===== src/rtl/acc_ctrl_pkg.sv =====
package acc_ctrl_pkg;

    localparam int STATE_W = 4;
    localparam int OP_W    = 2;

    typedef enum logic [STATE_W-1:0] {
        S_RES = 4'd0,  S_IF0 = 4'd1,  S_IF1 = 4'd2,  S_IF2 = 4'd3,
        S_IF3 = 4'd4,  S_OD  = 4'd5,  S_LD0 = 4'd6,  S_LD1 = 4'd7,
        S_LD2 = 4'd8,  S_ST0 = 4'd9,  S_ST1 = 4'd10, S_AD0 = 4'd11,
        S_AD1 = 4'd12, S_AD2 = 4'd13, S_BR0 = 4'd14, S_BR1 = 4'd15
    } ctl_state_e;

    typedef struct packed {
        logic pc_clear;
        logic pc_incr;
        logic pc_to_mar;
        logic mbr_to_ir;
        logic mbr_to_acc;
        logic acc_to_mbr;
        logic acc_add;
        logic iraddr_to_mar;
        logic iraddr_to_pc;
        logic mem_to_mbr;
        logic mem_req;
        logic mem_write;
    } strobes_t;

    typedef struct packed {
        ctl_state_e state;
    } ctl_regs_t;

endpackage


===== src/rtl/ctl_in_sync.sv =====
module ctl_in_sync #(
    parameter int WIDTH  = 2,
    parameter int STAGES = 1
) (
    input  logic             clk,
    input  logic [WIDTH-1:0] async_i,
    output logic [WIDTH-1:0] sync_o
);
    generate
        if (STAGES == 0) begin : g_bypass
            assign sync_o = async_i;
        end else begin : g_chain
            logic [WIDTH-1:0] pipe_d [STAGES];
            logic [WIDTH-1:0] pipe_q [STAGES];
            for (genvar g = 0; g < STAGES; g++) begin : g_stage
                if (g == 0) begin : g_first
                    always_comb pipe_d[g] = async_i;
                end else begin : g_next
                    always_comb pipe_d[g] = pipe_q[g-1];
                end
                always_ff @(posedge clk) begin
                    pipe_q[g] <= pipe_d[g];
                end
            end
            assign sync_o = pipe_q[STAGES-1];
        end
    endgenerate
endmodule


===== src/rtl/ctl_next_state.sv =====
module ctl_next_state
    import acc_ctrl_pkg::*;
(
    input  ctl_state_e        state_i,
    input  logic              rst_s_i,
    input  logic              wait_s_i,
    input  logic [OP_W-1:0]   op_i,
    input  logic              sign_i,
    output ctl_state_e        state_o
);
    ctl_state_e dispatch;

    always_comb begin
        case (op_i)
            2'b00:   dispatch = S_LD0;
            2'b01:   dispatch = S_ST0;
            2'b10:   dispatch = S_AD0;
            default: dispatch = S_BR0;
        endcase
    end

    always_comb begin
        state_o = state_i;
        if (rst_s_i) begin
            state_o = S_RES;
        end else begin
            case (state_i)
                S_RES: state_o = S_IF0;
                S_IF0: state_o = S_IF1;
                S_IF1: state_o = wait_s_i ? S_IF2 : S_IF1;
                S_IF2: state_o = wait_s_i ? S_IF2 : S_IF3;
                S_IF3: state_o = S_OD;
                S_OD:  state_o = dispatch;
                S_LD0: state_o = S_LD1;
                S_LD1: state_o = wait_s_i ? S_LD1 : S_LD2;
                S_LD2: state_o = S_IF0;
                S_ST0: state_o = S_ST1;
                S_ST1: state_o = wait_s_i ? S_ST1 : S_IF0;
                S_AD0: state_o = S_AD1;
                S_AD1: state_o = wait_s_i ? S_AD1 : S_AD2;
                S_AD2: state_o = S_IF0;
                S_BR0: state_o = sign_i ? S_BR1 : S_IF0;
                S_BR1: state_o = S_IF0;
                default: state_o = S_RES;
            endcase
        end
    end
endmodule


===== src/rtl/ctl_strobe_dec.sv =====
module ctl_strobe_dec
    import acc_ctrl_pkg::*;
(
    input  ctl_state_e state_i,
    output strobes_t   strb_o
);
    always_comb begin
        strb_o = '0;
        case (state_i)
            S_RES: strb_o.pc_clear = 1'b1;
            S_IF0: begin
                strb_o.pc_incr   = 1'b1;
                strb_o.pc_to_mar = 1'b1;
            end
            S_IF1: strb_o.mem_req = 1'b1;
            S_IF2, S_LD1, S_AD1: begin
                strb_o.mem_req    = 1'b1;
                strb_o.mem_to_mbr = 1'b1;
            end
            S_IF3: strb_o.mbr_to_ir = 1'b1;
            S_LD0, S_AD0: strb_o.iraddr_to_mar = 1'b1;
            S_LD2: strb_o.mbr_to_acc = 1'b1;
            S_ST0: begin
                strb_o.iraddr_to_mar = 1'b1;
                strb_o.acc_to_mbr    = 1'b1;
            end
            S_ST1: begin
                strb_o.mem_req   = 1'b1;
                strb_o.mem_write = 1'b1;
            end
            S_AD2: strb_o.acc_add = 1'b1;
            S_BR1: strb_o.iraddr_to_pc = 1'b1;
            default: strb_o = '0;
        endcase
    end
endmodule


===== src/rtl/acc_ctrl_fsm.sv =====
module acc_ctrl_fsm
    import acc_ctrl_pkg::*;
(
    input  logic                clk,
    input  logic                rst_in,
    input  logic                mem_wait_in,
    input  logic [OP_W-1:0]     ir_op,
    input  logic                acc_sign,
    output logic [STATE_W-1:0]  ctl_state,
    output logic                pc_clear,
    output logic                pc_incr,
    output logic                pc_to_mar,
    output logic                mbr_to_ir,
    output logic                mbr_to_acc,
    output logic                acc_to_mbr,
    output logic                acc_add,
    output logic                iraddr_to_mar,
    output logic                iraddr_to_pc,
    output logic                mem_to_mbr,
    output logic                mem_req,
    output logic                mem_write
);
    logic       rst_q;
    logic       wait_q;
    logic [1:0] sync_out;
    ctl_regs_t  regs_d;
    ctl_regs_t  regs_q;
    ctl_state_e next_state;
    strobes_t   strb;
    logic [STATE_W-1:0] state_q;

    ctl_in_sync #(.WIDTH(2), .STAGES(1)) u_sync (
        .clk     (clk),
        .async_i ({rst_in, mem_wait_in}),
        .sync_o  (sync_out)
    );
    assign rst_q  = sync_out[1];
    assign wait_q = sync_out[0];

    ctl_next_state u_next (
        .state_i  (regs_q.state),
        .rst_s_i  (rst_q),
        .wait_s_i (wait_q),
        .op_i     (ir_op),
        .sign_i   (acc_sign),
        .state_o  (next_state)
    );

    always_comb begin
        regs_d       = regs_q;
        regs_d.state = next_state;
    end

    always_ff @(posedge clk) begin
        regs_q <= regs_d;
    end

    ctl_strobe_dec u_dec (
        .state_i (regs_q.state),
        .strb_o  (strb)
    );

    assign state_q       = regs_q.state;
    assign ctl_state     = state_q;
    assign pc_clear      = strb.pc_clear;
    assign pc_incr       = strb.pc_incr;
    assign pc_to_mar     = strb.pc_to_mar;
    assign mbr_to_ir     = strb.mbr_to_ir;
    assign mbr_to_acc    = strb.mbr_to_acc;
    assign acc_to_mbr    = strb.acc_to_mbr;
    assign acc_add       = strb.acc_add;
    assign iraddr_to_mar = strb.iraddr_to_mar;
    assign iraddr_to_pc  = strb.iraddr_to_pc;
    assign mem_to_mbr    = strb.mem_to_mbr;
    assign mem_req       = strb.mem_req;
    assign mem_write     = strb.mem_write;
endmodule


===== config.mk =====
export PLATFORM = sky130hd
export DESIGN_NAME = acc_ctrl_fsm
export DESIGN_NICKNAME = d
export VERILOG_FILES = /design/src/rtl/acc_ctrl_pkg.sv /design/src/rtl/ctl_in_sync.sv /design/src/rtl/ctl_next_state.sv /design/src/rtl/ctl_strobe_dec.sv /design/src/rtl/acc_ctrl_fsm.sv
export SDC_FILE = /design/constraint.sdc
export NUM_CORES = 1
export LEC_CHECK = 0
export ABC_AREA = 1
export BUFFER_PORTS_ARGS = -buffer_cell sky130_fd_sc_hd__buf_2
export CELL_PAD_IN_SITES_DETAIL_PLACEMENT = 1
export CELL_PAD_IN_SITES_GLOBAL_PLACEMENT = 1
export CORE_MARGIN = 8
export CORE_UTILIZATION = 31
export DETAILED_ROUTE_END_ITERATION = 10
export GPL_ROUTABILITY_DRIVEN = 0
export PLACE_DENSITY = 0.79
export SYNTH_ARGS = -nofsm -noshare
export SYNTH_HDL_FRONTEND = slang
export SYNTH_SLANG_ARGS = --single-unit
export TNS_END_PERCENT = 20

===== constraint.sdc =====
create_clock -name clk -period 2.6 [get_ports clk]
set_input_delay 0.39 -clock clk [delete_from_list [all_inputs] [get_ports clk]]
set_output_delay 0.39 -clock clk [all_outputs]
set_load 0.05 [all_outputs]

==> reports/results.ini <==
[cells_and_area]
fin_nets=121
layout-drive-gt1-share_pct=28.83
diodes=0
area_growth_pct=25.42
final_common_cell=nand2_1
most-common-layout-cells=nand2_1, buf_2, nor2_1

[global_routing]
grt_first_pass_wirelength_um=2918
grt_max_degree=10
antenna_found_initial=0
grt_pass1_vias=659
overflow=0
grtUsageTotal_pct=11.33

[worst_setup_path]
rr_endpoint=ctl_state[1]
required_ns=2.21
crit_path_max_fanout=9
reg2regPathDepth=6
end_kind=primary output
slowest_delay_ns=0.52
rrSetupSlack_ns=1.32
crit_start=ctl_state[3]
reg2reg_from=ctl_state[3]
worstPathCellList=nand2_1, inv_1, nand2_2, o211ai_1, buf_2
endpoint=mem_req
critPathSlowestCell=dfxtp_1
crit_type=flop to primary output
startpoint_type=flop
crit_arrival_ns=1.55

[yosys]
synth.avg_cell_area_um2=5.919
synth_fa_ha_area_share_pct=4.751
synth-simple-area-share_pct=52.26
synthCells=89
synthXorXnorAreaFrac_pct=0
synth_top_family_by_area=simple AND/OR/NAND/NOR gates
ys_seq_area_share_pct=22.80
synth_mux_area_share_pct=0
synthesis.area_um2=526.8
syn_nets=97
yosysWarnings=0
synth-seq-cells=6
synth_compound_area_share_pct=8.076
yosysUniqueCellTypes=16

[power]
p_clk_share_pct=17.5
power_mw=0.4892
p_leak_nw=0.3992
p_seq_share_pct=25.9
p_sw_share_pct=55.71
p_sw_mw=0.2726
p_int_mw=0.2167
peakVddDrop_uv=322.1
combinationalPowerShare_pct=56.5
power_density_nw_per_um2=740.6

[clock_tree]
clock_sinks=6
cts_root_buffer=clkbuf_4
cts_hold_buffers=0
h-tree-depth=1
postCtsSetupBuffers=0
cts_tree=yes
clk_pin_slew_worst_paths_ns=0.05
cts_buffers=3
cts_resized=0
clockBufferDepth=2
clk-insertion-delay-late_ns=0.25

[floorplan]
die_height_um=57.22
core_um2=1670
die_area_um2=3274
ioPinCount=22
core.rowCount=15
start_util_pct=31.54
die_x_um=57.22

[sta]
worstMarginPinSlew_ns=0.3398
relSlewSlack_pct=77.32
fin_crit_sh_pct=74.46
fmaxAchievable_mhz=516.6
rsz0062_at_grt=false
finalMaxSlewViolations=0
fin_crit_ns=1.936
finalSetupViolCount=0
tns_ns=0
fin_worst_skew_ns=0.007723
hold_viol=0

[placement]
hpwl_um=1432
io_buffers=21

[route]
drc=0
vias=646
drt_wl_total_um=1652
vias_per_cell=5.047
firstDrtPassIters=5
drt_iter0_markers=8
detail_route.wl_per_cell_um=12.91
postRouteAntennaNets=0
dr_wl_met3_um=107
top_layer=met4
dr_wl_met2_um=822
m1WireLength_um=702

[outcome]
run_status=finished clean

[job]
maxCapViolCount=0

[min_path]
min_path_type=input port to flop

-- flip-flops by register name, summed over array words and instances, names as in the netlist --
signal and count:
ctl_state 4, u_sync.g_chain.pipe_q 2
-- power groups by stage --
stage | registers, mW | clock network (mW) | logic [mW]
floorplan | 0.158 | 0 | 0.191
finish | 0.127 | 0.0857 | 0.277
global placement | 0.129 | 0 | 0.276
detailed placement | 0.129 | 0 | 0.279
global route | 0.129 | 0.0947 | 0.300
CTS | 0.127 | 0.0912 | 0.280
-- cell families after synthesis --
logic type      Yosys count
fa+ha+maj                 2
simple gates             59
flops                     6
buf+inv                  15
compound gates            7
-- per-stage QoR --
stage               hold slack [ns]  utilization, %  std cells  instance area, um2  setup slack (ns)
floorplan                    0.4177               -         89               526.8            0.1082
global placement             0.4665           38.20        125               638.1            0.9366
detailed placement           0.4631           38.20        125               638.1            0.8885
CTS                          0.2316           39.55        128               660.6            0.6186
global route                 0.2317           39.55        128               660.6            0.5228
finish                       0.2407           39.55        128               660.6            0.6641
-- worst max-delay path: cells and delay by family (launching register included) --
| family | cells | cell delay (ns) |
|---|---|---|
| buf+inv | 2 | 0.43 |
| simple gates | 2 | 0.25 |
| flops | 1 | 0.52 |
| compound gates | 1 | 0.10 |
-- final cells by class --
| type | count | area, um2 |
|---|---|---|
| multi-input cells | 68 | 342.8 |
| flip-flops and latches | 6 | 120.1 |
| inverters | 13 | 48.80 |
| well taps | 17 | 21.27 |
| fillers | 249 | 1010 |
| repair buffers | 21 | 105.1 |
| clock buffers | 3 | 22.52 |
-- worst min-delay path by stage --
| stage | slack (ns) | cells past startpoint | startpoint | to |
|---|---|---|---|---|
| floorplan | 0.42 | 0 | mem_wait_in | u_sync.g_chain.pipe_q[0][0] |
| global placement | 0.47 | 1 | u_sync.g_chain.pipe_q[0][1] | ctl_state[2] |
| detailed placement | 0.46 | 1 | u_sync.g_chain.pipe_q[0][1] | ctl_state[2] |
| CTS | 0.23 | 1 | rst_in | u_sync.g_chain.pipe_q[0][1] |
| global route | 0.23 | 1 | rst_in | u_sync.g_chain.pipe_q[0][1] |
| finish | 0.24 | 1 | rst_in | u_sync.g_chain.pipe_q[0][1] |
-- cells in the mapped netlist --
cell,number,share of area [%]
nand2_1,25,18
nor2_1,13,9.3
inv_1,11,7.8
nand3_1,10,9.5
dfxtp_1,6,23
a21oi_1,3,2.8
nor2_4,3,6.4
nor3_1,3,2.8
o211ai_1,3,4.3
buf_4,2,2.8
ha_1,2,4.7
inv_2,2,1.4
nand3b_1,2,2.8
nor2_2,2,2.4
nand2_2,1,1.2
o21ai_0,1,0.95
-- metal layers --
layer | up-vias | track usage [%]
li1 | 324 | -
met1 | 304 | 12.24
met2 | 16 | 18.52
met3 | 2 | 3.587
met4 | 0 | 7.500
met5 | - | 0
(Power assumes the default switching activity.)
